[src/rtl/smul_pkg.sv]
package smul_pkg;
  localparam int unsigned MAG_W_DEF = 4;

  function automatic int unsigned frame_len(input int unsigned mag_w);
    return mag_w + 2;
  endfunction
endpackage

[src/rtl/smul_mag_acc.sv]
module smul_mag_acc #(
  parameter int unsigned MAG_W = smul_pkg::MAG_W_DEF,
  localparam int unsigned FRAME = smul_pkg::frame_len(MAG_W),
  localparam int unsigned PROD_W = 2 * MAG_W,
  localparam int unsigned TRUNC_W = MAG_W + 1
) (
  input  logic               clk_i,
  input  logic               rst_ni,
  input  logic               start_i,
  input  logic               x_i,
  input  logic [MAG_W:0]     w_i,
  output logic [TRUNC_W-1:0] mag_o,
  output logic               sgn_o
);
  localparam int unsigned CNT_W = $clog2(FRAME + 1);
  localparam logic [CNT_W-1:0] LAST_IDX = CNT_W'(FRAME - 1);
  localparam logic [CNT_W-1:0] SGN_IDX  = CNT_W'(MAG_W);
  localparam logic [CNT_W-1:0] ONE_IDX  = CNT_W'(1);

  logic [CNT_W-1:0]  cnt_q;
  logic [PROD_W-1:0] acc_q;
  logic [MAG_W-1:0]  wmag_q;
  logic              wsgn_q, xsgn_q;

  // partial product for the current magnitude bit
  logic [PROD_W-1:0] pp;
  assign pp = x_i ? (PROD_W'(wmag_q) << cnt_q) : '0;

  always_ff @(posedge clk_i or negedge rst_ni) begin
    if (!rst_ni) begin
      cnt_q  <= LAST_IDX;
      acc_q  <= '0;
      wmag_q <= '0;
      wsgn_q <= 1'b0;
      xsgn_q <= 1'b0;
    end else if (start_i) begin
      cnt_q  <= ONE_IDX;
      acc_q  <= x_i ? PROD_W'(w_i[MAG_W-1:0]) : '0;
      wmag_q <= w_i[MAG_W-1:0];
      wsgn_q <= w_i[MAG_W];
    end else begin
      if (cnt_q != LAST_IDX) cnt_q <= cnt_q + ONE_IDX;
      if (cnt_q < SGN_IDX) acc_q <= acc_q + pp;
      else if (cnt_q == SGN_IDX) xsgn_q <= x_i;
    end
  end

  assign mag_o = acc_q[PROD_W-1 -: TRUNC_W];
  assign sgn_o = xsgn_q ^ wsgn_q;
endmodule

[src/rtl/smul_sm2tc.sv]
module smul_sm2tc #(
  parameter int unsigned TRUNC_W = smul_pkg::MAG_W_DEF + 1,
  localparam int unsigned OUT_W = TRUNC_W + 1
) (
  input  logic               clk_i,
  input  logic               rst_ni,
  input  logic               load_i,
  input  logic [TRUNC_W-1:0] mag_i,
  input  logic               sgn_i,
  output logic               bit_o
);
  logic [OUT_W-1:0] sr_q;
  logic             neg_q, seen_q;

  always_ff @(posedge clk_i or negedge rst_ni) begin
    if (!rst_ni) begin
      sr_q   <= '0;
      neg_q  <= 1'b0;
      seen_q <= 1'b0;
    end else if (load_i) begin
      sr_q   <= {1'b0, mag_i};
      neg_q  <= sgn_i & (|mag_i); // zero magnitude stays +0
      seen_q <= 1'b0;
    end else begin
      sr_q   <= sr_q >> 1;
      seen_q <= seen_q | sr_q[0];
    end
  end

  // invert every bit after the first one when negative
  assign bit_o = sr_q[0] ^ (neg_q & seen_q);
endmodule

[src/rtl/smul_top.sv]
module smul_top #(
  parameter int unsigned MAG_W = smul_pkg::MAG_W_DEF
) (
  input  logic           clk_i,
  input  logic           rst_ni,
  input  logic           start_i,
  input  logic           x_i,
  input  logic [MAG_W:0] w_i,
  output logic           prod_o
);
  localparam int unsigned TRUNC_W = MAG_W + 1;

  logic [TRUNC_W-1:0] res_mag;
  logic               res_sgn;

  smul_mag_acc #(.MAG_W(MAG_W)) u_acc (
    .clk_i  (clk_i),
    .rst_ni (rst_ni),
    .start_i(start_i),
    .x_i    (x_i),
    .w_i    (w_i),
    .mag_o  (res_mag),
    .sgn_o  (res_sgn)
  );

  smul_sm2tc #(.TRUNC_W(TRUNC_W)) u_conv (
    .clk_i (clk_i),
    .rst_ni(rst_ni),
    .load_i(start_i),
    .mag_i (res_mag),
    .sgn_i (res_sgn),
    .bit_o (prod_o)
  );
endmodule

[config.mk]
export PLATFORM = sky130hd
export DESIGN_NAME = smul_top
export DESIGN_NICKNAME = d
export VERILOG_FILES = /design/src/rtl/smul_pkg.sv /design/src/rtl/smul_mag_acc.sv /design/src/rtl/smul_sm2tc.sv /design/src/rtl/smul_top.sv
export SDC_FILE = /design/constraint.sdc
export NUM_CORES = 1
export LEC_CHECK = 0
export ABC_CLOCK_PERIOD_IN_PS = 3000
export BUFFER_PORTS_ARGS = -buffer_cell sky130_fd_sc_hd__buf_2
export CORE_MARGIN = 1
export CORE_UTILIZATION = 35
export DETAILED_ROUTE_END_ITERATION = 16
export GPL_ROUTABILITY_DRIVEN = 0
export GPL_TIMING_DRIVEN = 0
export HOLD_SLACK_MARGIN = 0.1
export PLACE_DENSITY_LB_ADDON = 0.2
export SYNTH_ARGS = -nofsm -noshare
export SYNTH_HDL_FRONTEND = slang
export SYNTH_SLANG_ARGS = --single-unit
[constraint.sdc]
create_clock -name clk_i -period 3 [get_ports clk_i]
set_input_delay 0.45 -clock clk_i [delete_from_list [all_inputs] [get_ports clk_i]]
set_output_delay 0.45 -clock clk_i [all_outputs]
set_load 0.01 [all_outputs]
==> results.md <==
- The maximum vdd drop is 0.000230 V.
- The first global-routing pass estimated 5600 µm of wire.
- The worst setup path is of the register to register kind.
- The total power per unit cell area is 804 mW/mm².
- Internal power comes to 853 µW.
- The die extent in x is 67.7 µm.
- The post-synthesis register bit count is 24.
- The number of nets handed over by synthesis was 171.
- The total length of routed wires is 3270 µm.
- The combinational share of power is 0.417.
- In this run the core area contains 23 standard-cell rows.
- The kind of path behind the tightest hold check is primary input to async pin.
- The final-report max-slew violation count is 0.
- The area of the die is 0.00458 mm².
- The final period demand of the worst path is 2.54 ns.
- Among all flip-flop cells after synthesis, the most frequent one is sky130_fd_sc_hd__dfrtp_1.
- Grouping stages by cell kind, the critical path spends the most delay in compound AO/OA/AOI/OAI gates.
- For this run, design rule violations remaining after detail routing come to 0.
- The leakage power summed over all cells is 0.000779 µW.
- Measured in cells, the most critical reg-to-reg path has a length of 11.
- The number of fill cells is 390.
- Walking the worst path, the cells encountered are buf_2, inv_1, nand3b_1, nor2_1, ha_1, inv_1, fa_1, and2b_1, o21ai_0, a2111oi_0, a211o_1.
- STA classifies the critical path endpoint as a register.
- The number of nets in the layout is 184.
- Once detail routing completed, the nets flagged for antenna violations numbered 0.
- The library cell with the highest instance count after synthesis is sky130_fd_sc_hd__dfrtp_1.
- The CTS sink count is 24.
- The number of setup buffers added after CTS is 0.
- Sorting the synthesized cells by how often they occur yields sky130_fd_sc_hd__dfrtp_1 (22), sky130_fd_sc_hd__nor2_1 (12), sky130_fd_sc_hd__a21oi_1 (11).
- The violation count after the first detailed-routing iteration is 64.
- 10 I/O pins were placed.
- The multi-input combinational cells in the finished layout cover a total of 816 µm².
- The proportion of layout cells with a drive suffix above 1 is 0.201.
- The number of failing hold endpoints at the final stage is 0.
- The floorplan die height is 67.7 µm.
- Setup repair after global routing left no endpoint under its margin.
- Of the total power, the share spent switching nets is 0.370.
- The fraction of synthesis flops using an asynchronous set or reset pin is 1.00.
- For this design, the CTS-stage hold fixing added 0 buffers.
- Yosys attributes the largest share of cell area to sky130_fd_sc_hd__dfrtp_1 (36%), sky130_fd_sc_hd__ha_1 (7.5%), sky130_fd_sc_hd__mux2_2 (7.5%).
- The detail-routed net length per standard cell is 15.3 µm.
- Relative to the synthesized area, the layout overhead comes to 11.5%.
- STA classifies the critical path startpoint as a register.
- The highest clock frequency the design can meet is 394 MHz.
- The synthesized design spends more area on one cell type than any other, namely sky130_fd_sc_hd__dfrtp_1.
- For the final database, setup skew stands at 0.00643 ns.
- The startpoint of the most critical register-to-register path is u_acc.cnt_q[1].
- The count of warnings emitted by yosys is 0.
- For this configuration, the core starts out at a cell density of 0.372.
- The quantity of I/O buffers inserted on ports is 8.
- In this run the cell area of the synthesized design comes to 0.00151 mm².
- The repair_antennas step left the layout with diodes totalling 0.
- The pin count of the biggest net entering global routing is 25.
- No sink is reached through more buffers than the 2 on the longest clock path.
- The region available for standard cell placement spans 0.00406 mm².
- The flow ran to the end, and the final reports show no timing, DRC or antenna violations.
- In this run, distinct cell masters in the synthesized netlist total 43.
- The post-DP HPWL is 2420 µm.
- For this run, the total global-route usage over all layers was measured as 0.168.
- The count of final setup violators is 0.
- The required time at the endpoint of the critical path is 3.22 ns.
- The clock tree from TritonCTS is yes.
- The number of buffers and inverters on the critical path is 3.
- The sequential-to-total area share from yosys stat is 0.399.
- The share of the synthesized area in the top cell type is 0.365.
- The highest-delay cell along the critical path is sky130_fd_sc_hd__a2111oi_0.
- The slew at the pin closest to its max-slew limit is 0.550 ns.
- The total overflow left after global routing is 0.
- Clock-pin slew was measured on the worst setup and hold paths at 0.10 ns.
- In this run the worst path has a maximum fanout of 8.
- In this run the critical register-to-register path is captured at u_acc.acc_q[4].
- The average size of a mapped cell is 9.94 µm².
- Max-cap violations in this run came to 0.
- The initial antenna violation count came to 0.
- The gate count of the mapped netlist is 152.
- For this run, the slowest stage of the critical path takes 0.41 ns.
- The data arrival time of the worst path is 2.76 ns.
- The analysis attributes to net switching a power of 501 µW.
- The ratio of final minimum period to clock period is 0.847.
- The tightest hold path in the finished design has a slack of 0.154 ns.
- The clock buffer count from CTS is 3.
- Power comes to 1350 µW.
- The max-slew headroom at the worst pin is 0.633.
- The setup total negative slack is 0 ns.
- The area of all placed cells without fillers is 0.00168 mm².
- The share of total power dissipated in sequential elements is 0.366.
- The count of flip-flops with a built-in enable after synthesis is 0.
- The cell seen most often among critical-path stages is sky130_fd_sc_hd__inv_1.
- The number of gates resized after CTS was 0.
- In this run the number of H-tree levels came out at 1.
- Using the TritonRoute via totals, the vias-per-cell ratio works out to 5.41.
- The number of global-route vias before repair was 1140.
- The clock latency on the worst-skew pair is 0.27 ns.
- Across all register-to-register paths, the minimum setup slack is 0.46 ns.
- After detailed placement, the total cell area comes to 0.00161 mm².
- The utilization after layout is 0.415.
- For this run, the detailed router's first-pass iteration total came to 4.
- Of the total power, the clock network draws 0.217.
- The routed via count is 1158.
- The total area of sequential cells is 603 µm².
- The clock tree root driver cell is sky130_fd_sc_hd__clkbuf_8.
[cells by family (layout without fill, tap and decap cells)]
logic type               after synthesis  count (layout)  share of synthesized area
AO/OA/AOI/OAI                         37              37                      0.163
adder cells (fa/ha/maj)               10              10                     0.0878
multiplexers                          15              15                      0.108
buffers and inverters                 15              27                     0.0605
AND/OR/NAND/NOR                       47              47                      0.158
flip-flops                            24              24                      0.399
XOR/XNOR                               4               4                     0.0232
[worst max-delay path by stage]
stage	start	end	slack [ns]	cells after the start
2_1_floorplan	x_i	u_acc.acc_q[4]	0.57	8
3_3_place_gp	x_i	u_acc.acc_q[4]	0.30	8
3_5_place_dp	x_i	u_acc.acc_q[4]	0.27	8
4_1_cts	u_acc.cnt_q[1]	u_acc.acc_q[4]	0.46	11
5_1_grt	u_acc.cnt_q[1]	u_acc.acc_q[4]	0.15	11
6_report	u_acc.cnt_q[1]	u_acc.acc_q[4]	0.46	11
[final cells by class]
class	count	area share
multi-input combinational	113	0.484
sequential	24	0.358
buffer	8	0.0386
tap	50	0.0371
clock buffer	3	0.0245
timing repair buffer	8	0.0238
clock inverter	1	0.0178
inverter	7	0.0156
[layout by cell type (no fill, tap or decap), types with 3 or more instances in the layout]
master / n
sky130_fd_sc_hd__ha_1: 9
sky130_fd_sc_hd__nor2b_1: 4
sky130_fd_sc_hd__clkbuf_8: 6
sky130_fd_sc_hd__a21oi_1: 11
sky130_fd_sc_hd__nor2_1: 12
sky130_fd_sc_hd__nand2b_1: 3
sky130_fd_sc_hd__dfrtp_1: 22
sky130_fd_sc_hd__inv_1: 7
sky130_fd_sc_hd__nand2_1: 8
sky130_fd_sc_hd__nand3_1: 5
sky130_fd_sc_hd__mux2i_1: 5
sky130_fd_sc_hd__buf_2: 12
sky130_fd_sc_hd__mux2_2: 10
sky130_fd_sc_hd__o21ai_0: 9
sky130_fd_sc_hd__nor3_1: 4
[registers in the layout (all words and copies together), names as in the netlist]
register       count
u_acc.acc_q        8
u_conv.sr_q        5
u_acc.wmag_q       4
u_acc.cnt_q        3
u_acc.wsgn_q       1
u_acc.xsgn_q       1
u_conv.neg_q       1
u_conv.seen_q      1
[per-stage QoR]
stage,instances,setup WS (ns)
after CTS,214,0.465
after detailed placement,210,0.272
after global placement,210,0.296
final,214,0.460
after floorplan,152,0.575
after global routing,214,0.150
[routing by layer]
metal / vias to the layer above / global-route usage / routed length, µm
met5: - / 0 / 0
met4: 0 / 0.0745 / 57
met3: 6 / 0.0253 / 46
met2: 7 / 0.265 / 1580
met1: 577 / 0.224 / 1590
li1: 568 / - / -
[power groups by stage]
| stage | registers, µW | logic [µW] | clock network [µW] |
|---|---|---|---|
| after floorplan | 476 | 448 | 0 |
| after global placement | 497 | 546 | 0 |
| after detailed placement | 504 | 561 | 0 |
| after CTS | 497 | 566 | 298 |
| after global routing | 512 | 639 | 313 |
| final | 495 | 565 | 294 |
No activity file was read; power rests on OpenSTA's default activity.
